**config.mk**
```make
export PLATFORM = sky130hd
export DESIGN_NAME = dual_tc_unit
export DESIGN_NICKNAME = d
export VERILOG_FILES = /design/src/rtl/tc_pkg.sv /design/src/rtl/tc_prescaler.sv /design/src/rtl/tc_edge_sync.sv /design/src/rtl/tc_counter.sv /design/src/rtl/dual_tc_unit.sv
export SDC_FILE = /design/constraint.sdc
export NUM_CORES = 1
export LEC_CHECK = 0
export BUFFER_PORTS_ARGS = -buffer_cell sky130_fd_sc_hd__buf_2
export CELL_PAD_IN_SITES_DETAIL_PLACEMENT = 1
export CELL_PAD_IN_SITES_GLOBAL_PLACEMENT = 1
export CORE_MARGIN = 3
export CORE_UTILIZATION = 38
export CTS_BUF_LIST = sky130_fd_sc_hd__clkbuf_8 sky130_fd_sc_hd__clkbuf_16
export CTS_CLUSTER_SIZE = 30
export DETAILED_ROUTE_END_ITERATION = 12
export PLACE_DENSITY_LB_ADDON = 0.1
export SLEW_MARGIN = 20
export SYNTH_ARGS = -nofsm -noshare
export SYNTH_HDL_FRONTEND = slang
export SYNTH_SLANG_ARGS = --single-unit
```
**constraint.sdc**
```tcl
create_clock -name clk -period 2.1 [get_ports clk]
set_clock_uncertainty 0.05 [all_clocks]
set_input_delay 0.42 -clock clk [delete_from_list [all_inputs] [get_ports clk]]
set_output_delay 0.42 -clock clk [all_outputs]
set_load 0.01 [all_outputs]
```
**src/rtl/tc_pkg.sv**
```systemverilog
package tc_pkg;

  // Clock-select codes; the numeric order is decoded by the counter.
  typedef enum logic [2:0] {
    CS_STOP     = 3'b000,
    CS_DIV1     = 3'b001,
    CS_DIV8     = 3'b010,
    CS_DIV64    = 3'b011,
    CS_DIV256   = 3'b100,
    CS_DIV1024  = 3'b101,
    CS_EXT_FALL = 3'b110,
    CS_EXT_RISE = 3'b111
  } cs_e;

  // Number of prescaler tap outputs (divide by 1 included).
  localparam int NUM_TAPS = 5;

  // Low prescaler bits that must be all ones for taps 1..4.
  localparam int TAP_BITS [4] = '{3, 6, 8, 10};

  // Write address map.
  localparam logic [2:0] ADDR_SEL_A = 3'd0;
  localparam logic [2:0] ADDR_SEL_B = 3'd1;
  localparam logic [2:0] ADDR_CNT_A = 3'd2;
  localparam logic [2:0] ADDR_CNT_B = 3'd3;
  localparam logic [2:0] ADDR_CLR   = 3'd4;

endpackage

```
**src/rtl/tc_prescaler.sv**
```systemverilog
module tc_prescaler
  import tc_pkg::*;
#(
  parameter int PSC_W = 10
) (
  input  logic                clk,
  input  logic                rst_n,
  output logic [NUM_TAPS-1:0] tap_o
);

  logic [PSC_W-1:0] psc_q;
  logic [PSC_W-1:0] psc_d;

  always_comb begin
    psc_d = psc_q + 1'b1;
  end

  always_ff @(posedge clk or negedge rst_n) begin
    if (!rst_n) begin
      psc_q <= '0;
    end else begin
      psc_q <= psc_d;
    end
  end

  assign tap_o[0] = 1'b1;

  for (genvar gi = 0; gi < NUM_TAPS - 1; gi++) begin : g_tap
    assign tap_o[gi+1] = &psc_q[TAP_BITS[gi]-1:0];
  end

endmodule

```
**src/rtl/tc_edge_sync.sv**
```systemverilog
module tc_edge_sync #(
  parameter int SYNC_STAGES = 2
) (
  input  logic clk,
  input  logic rst_n,
  input  logic pin_i,
  output logic rise_o,
  output logic fall_o
);

  localparam int DEPTH = SYNC_STAGES + 1;

  logic [DEPTH-1:0] shf_q;
  logic [DEPTH-1:0] shf_d;

  always_comb begin
    shf_d = {shf_q[DEPTH-2:0], pin_i};
  end

  always_ff @(posedge clk or negedge rst_n) begin
    if (!rst_n) begin
      shf_q <= '0;
    end else begin
      shf_q <= shf_d;
    end
  end

  assign rise_o =  shf_q[DEPTH-2] & ~shf_q[DEPTH-1];
  assign fall_o = ~shf_q[DEPTH-2] &  shf_q[DEPTH-1];

endmodule

```
**src/rtl/tc_counter.sv**
```systemverilog
module tc_counter
  import tc_pkg::*;
#(
  parameter int W = 8
) (
  input  logic                clk,
  input  logic                rst_n,
  input  cs_e                 sel_i,
  input  logic [NUM_TAPS-1:0] tap_i,
  input  logic                ext_rise_i,
  input  logic                ext_fall_i,
  input  logic                load_i,
  input  logic [W-1:0]        load_val_i,
  input  logic                clr_ovf_i,
  output logic [W-1:0]        cnt_o,
  output logic                ovf_o
);

  logic [W-1:0] cnt_q, cnt_d;
  logic         cnt_en;
  logic         ovf_q, ovf_d;
  logic         tick;
  logic         inc_en;
  logic         wrap;

  always_comb begin
    unique case (sel_i)
      CS_STOP:     tick = 1'b0;
      CS_DIV1:     tick = tap_i[0];
      CS_DIV8:     tick = tap_i[1];
      CS_DIV64:    tick = tap_i[2];
      CS_DIV256:   tick = tap_i[3];
      CS_DIV1024:  tick = tap_i[4];
      CS_EXT_FALL: tick = ext_fall_i;
      CS_EXT_RISE: tick = ext_rise_i;
      default:     tick = 1'b0;
    endcase
  end

  always_comb begin
    inc_en = tick & ~load_i;
    wrap   = inc_en & (&cnt_q);
    cnt_en = load_i | inc_en;
    cnt_d  = load_i ? load_val_i : cnt_q + 1'b1;
    if (wrap) begin
      ovf_d = 1'b1;
    end else if (clr_ovf_i) begin
      ovf_d = 1'b0;
    end else begin
      ovf_d = ovf_q;
    end
  end

  always_ff @(posedge clk or negedge rst_n) begin
    if (!rst_n) begin
      cnt_q <= '0;
    end else if (cnt_en) begin
      cnt_q <= cnt_d;
    end
  end

  always_ff @(posedge clk or negedge rst_n) begin
    if (!rst_n) begin
      ovf_q <= 1'b0;
    end else begin
      ovf_q <= ovf_d;
    end
  end

  assign cnt_o = cnt_q;
  assign ovf_o = ovf_q;

endmodule

```
**src/rtl/dual_tc_unit.sv**
```systemverilog
module dual_tc_unit
  import tc_pkg::*;
#(
  parameter int CNT_A_W     = 8,
  parameter int CNT_B_W     = 16,
  parameter int PSC_W       = 10,
  parameter int SYNC_STAGES = 2
) (
  input  logic               clk,
  input  logic               rst_n,
  input  logic               ext_pin_a,
  input  logic               ext_pin_b,
  input  logic               wr_en,
  input  logic [2:0]         wr_addr,
  input  logic [CNT_B_W-1:0] wr_data,
  output logic [CNT_A_W-1:0] cnt_a,
  output logic [CNT_B_W-1:0] cnt_b,
  output logic               ovf_a,
  output logic               ovf_b
);

  localparam int NUM_CH = 2;

  logic [NUM_TAPS-1:0] taps;
  logic [NUM_CH-1:0]   ext_pins;
  logic [NUM_CH-1:0]   ext_rise;
  logic [NUM_CH-1:0]   ext_fall;

  cs_e  sel_a_q, sel_a_d;
  cs_e  sel_b_q, sel_b_d;
  logic sel_a_en, sel_b_en;
  logic load_a, load_b;
  logic clr_a, clr_b;

  // Write decode
  always_comb begin
    sel_a_en = wr_en && (wr_addr == ADDR_SEL_A);
    sel_b_en = wr_en && (wr_addr == ADDR_SEL_B);
    load_a   = wr_en && (wr_addr == ADDR_CNT_A);
    load_b   = wr_en && (wr_addr == ADDR_CNT_B);
    clr_a    = wr_en && (wr_addr == ADDR_CLR) && wr_data[0];
    clr_b    = wr_en && (wr_addr == ADDR_CLR) && wr_data[1];
    sel_a_d  = cs_e'(wr_data[2:0]);
    sel_b_d  = cs_e'(wr_data[2:0]);
  end

  always_ff @(posedge clk or negedge rst_n) begin
    if (!rst_n) begin
      sel_a_q <= CS_STOP;
    end else if (sel_a_en) begin
      sel_a_q <= sel_a_d;
    end
  end

  always_ff @(posedge clk or negedge rst_n) begin
    if (!rst_n) begin
      sel_b_q <= CS_STOP;
    end else if (sel_b_en) begin
      sel_b_q <= sel_b_d;
    end
  end

  tc_prescaler #(.PSC_W(PSC_W)) u_psc (
    .clk   (clk),
    .rst_n (rst_n),
    .tap_o (taps)
  );

  assign ext_pins = {ext_pin_b, ext_pin_a};

  for (genvar gc = 0; gc < NUM_CH; gc++) begin : g_sync
    tc_edge_sync #(.SYNC_STAGES(SYNC_STAGES)) u_sync (
      .clk    (clk),
      .rst_n  (rst_n),
      .pin_i  (ext_pins[gc]),
      .rise_o (ext_rise[gc]),
      .fall_o (ext_fall[gc])
    );
  end

  tc_counter #(.W(CNT_A_W)) u_cnt_a (
    .clk        (clk),
    .rst_n      (rst_n),
    .sel_i      (sel_a_q),
    .tap_i      (taps),
    .ext_rise_i (ext_rise[0]),
    .ext_fall_i (ext_fall[0]),
    .load_i     (load_a),
    .load_val_i (wr_data[CNT_A_W-1:0]),
    .clr_ovf_i  (clr_a),
    .cnt_o      (cnt_a),
    .ovf_o      (ovf_a)
  );

  tc_counter #(.W(CNT_B_W)) u_cnt_b (
    .clk        (clk),
    .rst_n      (rst_n),
    .sel_i      (sel_b_q),
    .tap_i      (taps),
    .ext_rise_i (ext_rise[1]),
    .ext_fall_i (ext_fall[1]),
    .load_i     (load_b),
    .load_val_i (wr_data),
    .clr_ovf_i  (clr_b),
    .cnt_o      (cnt_b),
    .ovf_o      (ovf_b)
  );

endmodule

```
== After elaboration in Yosys (flattened, before gate mapping) ==
Cells that the tools add are included.
Storage, ports and cells
  register bits: 48
  output and inout port bits: 26
  input bits: 24
  logic and storage cells: 72
Operators by class
  reduce and logical (&&, ||, !) cells: 18
  bitwise logic cells: 16
  muxes and demuxes: 8
  $add $sub $neg: 3
  equality and inequality tests: 18
Operators by type and width (number)
  3-bit equality test (second input constant): 9
  3-bit by 2-bit equality test with 1-bit output (second input constant): 6
  16-bit by 1-bit adder with 16-bit output (second input constant): 1
  16-bit 2-to-1 mux: 1
  1-bit one-hot mux with 8 select lines: 2
  16-bit AND reduction: 1
  8-bit AND reduction: 2
  10-bit by 1-bit adder with 10-bit output (second input constant): 1
  10-bit AND reduction: 1
  3-bit by 1-bit equality test with 1-bit output (second input constant): 3
  3-bit logical NOT: 3
  8-bit by 1-bit adder with 8-bit output (second input constant): 1
  1-bit bitwise AND: 8
  8-bit 2-to-1 mux: 1
  1-bit logical AND: 7
  1-bit inverter: 6
  6-bit AND reduction: 1
  1-bit 2-to-1 mux: 4
  2-bit nonzero test: 2
  3-bit AND reduction: 1
  1-bit bitwise OR: 2

== Depth between registers and ports, before layout ==
Gate-level depths: netlist (run 1).
  depth after elaboration: 6
  depth in mapped cells: 9

== Modules after synthesis ==
A second synthesis (run 1) with hierarchy kept.
Unflattened totals
  cells, all modules: 225
  area total of the unflattened synthesis: 2517.4 µm²
Modules (own cells, without submodules)
  tc_counter at u_cnt_b: area an instance 1008.5 µm², cells an instance 99, sequential area each 425.4 µm², instances 1
  tc_counter at u_cnt_a: area an instance 561.8 µm², cells an instance 60, sequential area each 225.2 µm², instances 1
  tc_prescaler: area an instance 452.9 µm², cells an instance 37, sequential area each 250.2 µm², instances 1
  dual_tc_unit: area an instance 314.1 µm², cells an instance 19, sequential area each 150.1 µm², instances 1
  tc_edge_sync: area an instance 90.1 µm², cells an instance 5, sequential area each 75.1 µm², instances 2

== Worst setup path after synthesis (run 1) ==
No wires, ideal clock.
  kind: flip-flop to flip-flop
  start point: register u_psc.psc_q[0]
  end point: register u_cnt_a.cnt_q[7], in the netlist u_cnt_a.cnt_o[7]
  cell stages (with the launch flop): 9
  data arrival time: 2.100 ns
  period minus slack after synthesis: 2.275 ns
  path slack: -0.175 ns
  path through: dfrtp_1 > ha_1 > ha_1 > nor3b_1 > o31a_1 > a221oi_2 > nor3b_1 > xor2_1 > mux2_2
Between the ends
  cells in the longest elaborated chain, start to end: 4
Ends and longest elaborated chain
  start: declaration: RTL line tc_prescaler.sv:11  | logic [PSC_W-1:0] psc_q;
  start signal: assignment: RTL line tc_prescaler.sv:22  | psc_q <= psc_d;
  10-bit AND reduction (tied with other cells): RTL line tc_prescaler.sv:29  | assign tap_o[gi+1] = &psc_q[TAP_BITS[gi]-1:0];
  1-bit one-hot mux with 8 select lines (*): RTL line tc_counter.sv:27  | unique case (sel_i)
  1-bit bitwise AND (*): RTL line tc_counter.sv:41  | inc_en = tick & ~load_i;
  1-bit bitwise OR (*): RTL line tc_counter.sv:43  | cnt_en = load_i | inc_en;
  end signal: assignment: RTL line tc_counter.sv:58  | cnt_q <= cnt_d;
  end: declaration: RTL line tc_counter.sv:19  | logic [W-1:0] cnt_q, cnt_d;
Every way passes the cells marked *; elsewhere a longest branch is shown, timed or not.
A chain may end at the register's enable or synchronous reset.

== Worst setup path in the final report (run 1) ==
  start point: register u_psc.psc_q[0]
  end point: register u_cnt_b.cnt_q[1], in the netlist u_cnt_b.cnt_o[1]
Between the ends
  cells in the longest elaborated chain, start to end: 4
Ends and longest elaborated chain (RTL line)
  10-bit AND reduction (tied with other cells): tc_prescaler.sv:29
  1-bit one-hot mux with 8 select lines (*): tc_counter.sv:27
  1-bit bitwise AND (*): tc_counter.sv:41
  1-bit bitwise OR (*): tc_counter.sv:43
  end signal: assignment: tc_counter.sv:58
  end: declaration: tc_counter.sv:19
Marks and branches as above.

==> run summary, run 1 <==
outcome -> finished, violations left
failing checks -> negative setup slack
WL final -> 6830 µm
Slowest cell on crit path -> dfrtp_1
CTS root buf -> clkbuf_8
final core utilization -> 56.3%
placed cell area -> 0.00300 mm²
antenna cells -> 0
Clock transition at path regs -> 0.10 ns
Layout Nets -> 353
Worst Path Arrival -> 2.43 ns
commonest non-fill, non-tap cell in the layout -> buf_2
Core Area -> 0.00610 mm²
H-tree lvl count -> 2
Leakage -> 1.47 nW
die height -> 86.5 µm
fin crit period -> 2.29 ns
vias in the first global route -> 2126
Vias -> 2107
post-detail-place hpwl -> 4610 µm
fin area -> 0.00343 mm²
DRC violations left -> 0
R2R Path Start -> u_psc.psc_q[0]
CTS sink count -> 48
crit share post-route -> 109%
reg2reg end -> u_cnt_b.cnt_o[1]
RSZ-0062 raised after global routing -> true
grt ovf -> 0
startpoint types -> flop
starting DRC count in detailed routing -> 78
Top delay family on crit path -> compound AO/OA/AOI/OAI gates
Slew Limit Fails -> 0
Top Ports -> 50
Max clock buf depth -> 2
clk_lat worst skew -> 0.30 ns
worst setup margin -> -0.194 ns
f_max -> 436 MHz
site row count -> 28
worst slew pin tran -> 0.589 ns
area growth from synthesis to layout -> 39.4%
Syn Inst Count -> 240
first-pass GRT wire length -> 10800 µm
die width -> 86.5 µm
Hold Path Class -> primary input to async pin
CTS tree -> built
die area -> 0.00749 mm²
Worst Path Buf+Inv -> 2
Power per Cell Area -> 907 mW/mm²
endpoint class of the critical path -> flop
Yosys cell types -> 41
initial antenna violation count -> 0
Post-Synthesis Cell Area -> 0.00246 mm²
CP required -> 2.23 ns
r2r worst-path depth -> 10
worst vdd ir -> 479 µV
RePlAce Congestion -> 0.825
via/cell ratio -> 5.25
Final Hold Viols -> 0
critical path fanouts, max -> 8
R2R setup slack -> -0.19 ns
mean post-synth cell area -> 10.3 µm²
sequential share of the synthesized area -> 48.8%
DR WL/cell -> 17.0 µm
antenna viol nets, final -> 0
yosys warns -> 0
most frequent cells in the layout -> buf_2, dfrtp_1, nand2_1, buf_4, xnor2_1
Top cell by count, worst path -> ha_4
crit path cell chain -> ha_4, buf_6, ha_4, nor3b_4, o31a_1, a31oi_4, buf_12, nand2_2, mux2i_1, o21ai_1
TNS Setup -> -2.28 ns
final hold slack -> 0.0588 ns
final setup violation count -> 25
syn_nets -> 268
Initial Utilization -> 40.4%
Inst Count DP -> 384
first drt pass iteration count -> 4
Non-Filler Instances -> 401
IO Port Bufs -> 49
max-cap violation count -> 0
CP peak stage delay -> 0.42 ns
largest net degree at the start of global routing -> 25
kind of critical path -> flop to flop
Tot GR Track Use -> 18.4%
Max transition margin -> 60.8%
Num CTS Buffers -> 5
synthesized flop and latch total -> 48
layout cells sized above 1 -> 40.5%
==> metrics by stage <==
stage	power (mW)	setup WS (ns)
after floorplan	1.94	0.00160
after global placement	2.34	-0.176
after detailed placement	2.38	-0.240
after CTS	3.07	-0.188
after global routing	3.32	-0.290
final	3.11	-0.194
==> state kept, by name (all words and copies together) (netlist names) <==
| name | flops |
|---|---|
| sel_a_q | 3 |
| g_sync.u_sync.shf_q | 6 |
| u_psc.psc_q | 10 |
| u_cnt_a.cnt_o | 8 |
| u_cnt_b.ovf_o | 1 |
| sel_b_q | 3 |
| u_cnt_a.ovf_o | 1 |
| u_cnt_b.cnt_o | 16 |
==> layout make-up <==
type,count,area (µm²)
clock buffer,6,82.6
clock inverter,2,13.8
fill,698,2660
inverter,6,22.5
multi-input combinational,180,1470
sequential,48,1200
tap,75,93.8
timing repair buffer,84,553
==> layer usage <==
layer  part of all wire, %  track usage [%]
met5                     0                0
met4                  0.42             3.40
met3                   4.3             3.23
met2                    48             29.9
met1                    47             25.9
==> how the worst max path moves through the flow <==
stage | start | to | cells past startpoint
final | u_psc.psc_q[0] | u_cnt_b.cnt_o[1] | 10
after global routing | u_psc.psc_q[0] | u_cnt_b.cnt_o[1] | 10
after CTS | u_psc.psc_q[1] | u_cnt_a.cnt_o[7] | 9
after detailed placement | u_psc.psc_q[1] | u_cnt_a.cnt_o[2] | 10
after global placement | u_psc.psc_q[0] | u_cnt_a.cnt_o[2] | 10
after floorplan | u_psc.psc_q[0] | u_cnt_a.cnt_o[7] | 8
==> power by group <==
group | internal [mW] | switching [mW]
sequential | 1.13 | 0.282
clock | 0.270 | 0.337
combinational | 0.523 | 0.568
total | 1.93 | 1.19
==> synthesized netlist by cell type <==
library cell,number,area [µm²]
and2_1,1,6.26
o31ai_2,1,12.5
nor2_1,15,56.3
a221oi_2,1,15.0
nor3b_1,4,30.0
a31oi_4,1,21.3
nand2_1,33,124
nor3_1,2,10.0
and3_1,4,25.0
inv_1,6,22.5
nor2b_1,3,18.8
dfrtp_1,48,1200
nand3_1,12,60.1
and4b_1,2,20.0
a211oi_1,1,7.51
a21oi_1,12,60.1
and4_1,1,8.76
o21ai_1,19,95.1
mux2_2,7,78.8
xor2_1,7,61.3
nand4b_1,2,17.5
nand2b_1,3,18.8
o31a_1,2,17.5
nor2_2,1,6.26
a22o_1,1,8.76
buf_6,1,11.3
a21boi_1,1,7.51
and4bb_1,1,12.5
a2111oi_2,4,60.1
clkbuf_1,4,15.0
or2_2,1,6.26
nand4_1,5,31.3
xnor2_1,22,193
nor4_2,1,12.5
ha_1,4,50.1
buf_1,1,3.75
a211oi_2,1,12.5
nor4bb_1,1,10.0
buf_4,1,7.51
a21o_1,1,7.51
mux2i_1,2,20.0
==> worst register-to-register path: cells and delay by family (launching register included) <==
kind | cells | cell delay (ns)
AOI/OAI and AO/OA | 3 | 0.64
adders and majority gates | 2 | 0.33
buffers and inverters | 2 | 0.29
DFF | 1 | 0.42
muxes | 1 | 0.23
and+or+nand+nor | 2 | 0.22
==> cells by family after synthesis <==
kind of cell             Yosys count  share of synthesized area, %
multiplexers                       9                          4.01
flip-flops                        48                          48.8
AND/OR/NAND/NOR                   92                          19.2
buffers and inverters             13                          2.44
adder cells (fa/ha/maj)            4                          2.03
XOR/XNOR                          29                          10.3
AO/OA/AOI/OAI                     45                          13.2
==> what timing repair did <==
item | 4_1_cts | 5_1_grt
cloned | 1 | 1
pin swaps | 10 | 22
resized for setup | 22 | 18
endpoints found under the setup margin | 26 | 26
buffers inserted | 5 | 2
hold buffers | 0 | 0
(Power assumes the default switching activity.)
==> inputs of run 2 (changes only) <==
CORE_UTILIZATION = 30   (was 38)
==> run summary, run 2 (synthesis gave the netlist of run 1 again) <==
Slowest cell on crit path -> dfrtp_1
placed cell area -> 0.00303 mm²
DRC violations left -> 0
Worst Path Buf+Inv -> 1
crit share post-route -> 108%
Slew Limit Fails -> 0
CTS sink count -> 48
initial antenna violation count -> 0
vias in the first global route -> 2176
critical path fanouts, max -> 6
worst vdd ir -> 372 µV
Top cell by count, worst path -> nor3b_2
CP required -> 2.25 ns
die height -> 96.6 µm
most frequent cells in the layout -> buf_2, dfrtp_1, nand2_1, buf_4
CTS root buf -> clkbuf_8
area growth from synthesis to layout -> 39.0%
Vias -> 2058
r2r worst-path depth -> 9
Top Ports -> 50
Tot GR Track Use -> 14.6%
failing checks -> negative setup slack
die width -> 96.6 µm
grt ovf -> 0
Final Hold Viols -> 0
Top delay family on crit path -> compound AO/OA/AOI/OAI gates
antenna cells -> 0
Comb pwr share -> 35.0%
worst setup margin -> -0.175 ns
f_max -> 439 MHz
endpoint class of the critical path -> flop
DR WL/cell -> 15.5 µm
IO Port Bufs -> 49
antenna viol nets, final -> 0
commonest non-fill, non-tap cell in the layout -> buf_2
via/cell ratio -> 4.84
Leakage -> 1.45 nW
final hold slack -> 0.0354 ns
Max clock buf depth -> 2
Crit path depth -> 9
RePlAce Congestion -> 0.755
number of flip-flops in the largest register -> 16
RSZ-0062 raised after global routing -> true
max-cap violation count -> 0
Num CTS Buffers -> 5
Max transition margin -> 58.7%
Total Power -> 3.07 mW
post-detail-place hpwl -> 4740 µm
TNS Setup -> -2.57 ns
layout cells sized above 1 -> 40.2%
starting DRC count in detailed routing -> 36
hold buffer count at CTS -> 0
Fillers -> 924
crit path cell chain -> ha_2, buf_6, ha_4, nor3b_2, o31a_1, a221oi_4, nor3b_2, xor2_1, mux2_4
final setup violation count -> 26
kind of critical path -> flop to flop
Hold Path Class -> primary input to async pin
clk_lat worst skew -> 0.31 ns
Sw Share -> 37.6%
CP peak stage delay -> 0.40 ns
H-tree lvl count -> 2
die area -> 0.00934 mm²
Power per Cell Area -> 895 mW/mm²
Clock power frac -> 18.8%
largest net degree at the start of global routing -> 28
Seq pwr share -> 46.2%
Core Area -> 0.00785 mm²
R2R setup slack -> -0.18 ns
site row count -> 32
worst slew pin tran -> 0.620 ns
P_int -> 1.91 mW
startpoint types -> flop
WL final -> 6590 µm
Initial Utilization -> 31.4%
Worst Path Arrival -> 2.43 ns
fin crit period -> 2.28 ns
CTS tree -> built
Clock transition at path regs -> 0.10 ns
Layout Nets -> 350
first drt pass iteration count -> 3
Psw -> 1.15 mW
outcome -> finished, violations left
fin area -> 0.00342 mm²
first-pass GRT wire length -> 11100 µm
-- run 2: area by class of cell --
cell class / instances / area, µm² / area share, %
sequential: 48 / 1200 / 35.1
clock buffer: 5 / 68.8 / 2.01
inverter: 6 / 22.5 / 0.658
multi-input combinational: 179 / 1410 / 41.2
timing repair buffer: 82 / 572 / 16.7
tap: 102 / 128 / 3.73
clock inverter: 3 / 21.3 / 0.621
-- run 2: path summary, 6_finish.rpt --
kind	from	end
max in group asynchronous	rst_n	g_sync[0].u_sync.shf_q[1]
hold / removal	rst_n	u_cnt_b.cnt_o[1]
setup reg to reg	u_psc.psc_q[0]	u_cnt_a.cnt_o[7]
hold reg to reg	g_sync[1].u_sync.shf_q[0]	g_sync[1].u_sync.shf_q[1]
min in group clk	ext_pin_a	g_sync[0].u_sync.shf_q[0]
setup / recovery	u_psc.psc_q[0]	u_cnt_a.cnt_o[7]
-- run 2: routing by layer --
layer	GRT usage, %	up-vias	wire [µm]
met5	0	-	0
met1	20.5	1008	3260
met4	3.56	0	56
li1	-	1001	-
met2	23.1	44	3040
met3	2.81	5	236
-- run 2: power groups by stage --
stage	sequential (mW)	clock (mW)	combinational [mW]
global placement	1.43	0	0.941
global route	1.46	0.650	1.18
finish	1.42	0.576	1.07
CTS	1.42	0.614	1.04
detailed placement	1.43	0	0.959
floorplan	1.45	0	0.489
-- run 2: worst reg2reg max path, cell delays in order, from the launching register on --
cell and delay [ns]:
dfrtp_1 0.40, ha_2 0.20, buf_6 0.12, ha_4 0.15
nor3b_2 0.14, o31a_1 0.27, a221oi_4 0.34, nor3b_2 0.09
xor2_1 0.15, mux2_4 0.27
-- run 2: stage by stage --
step | worst slack, ns | instances | utilization (%)
finish | -0.175 | 425 | 43.6
global route | -0.269 | 425 | 43.6
CTS | -0.175 | 420 | 42.3
detailed placement | -0.192 | 407 | 38.6
global placement | -0.175 | 407 | 38.6
floorplan | 0.00160 | 240 | -
-- run 2: timing repair --
item                       in CTS  in global routing
pin swaps                      14                 17
setup buffers                   4                  5
resized for setup              24                 13
setup endpoints to repair      26                 26
gates cloned                    1                  0
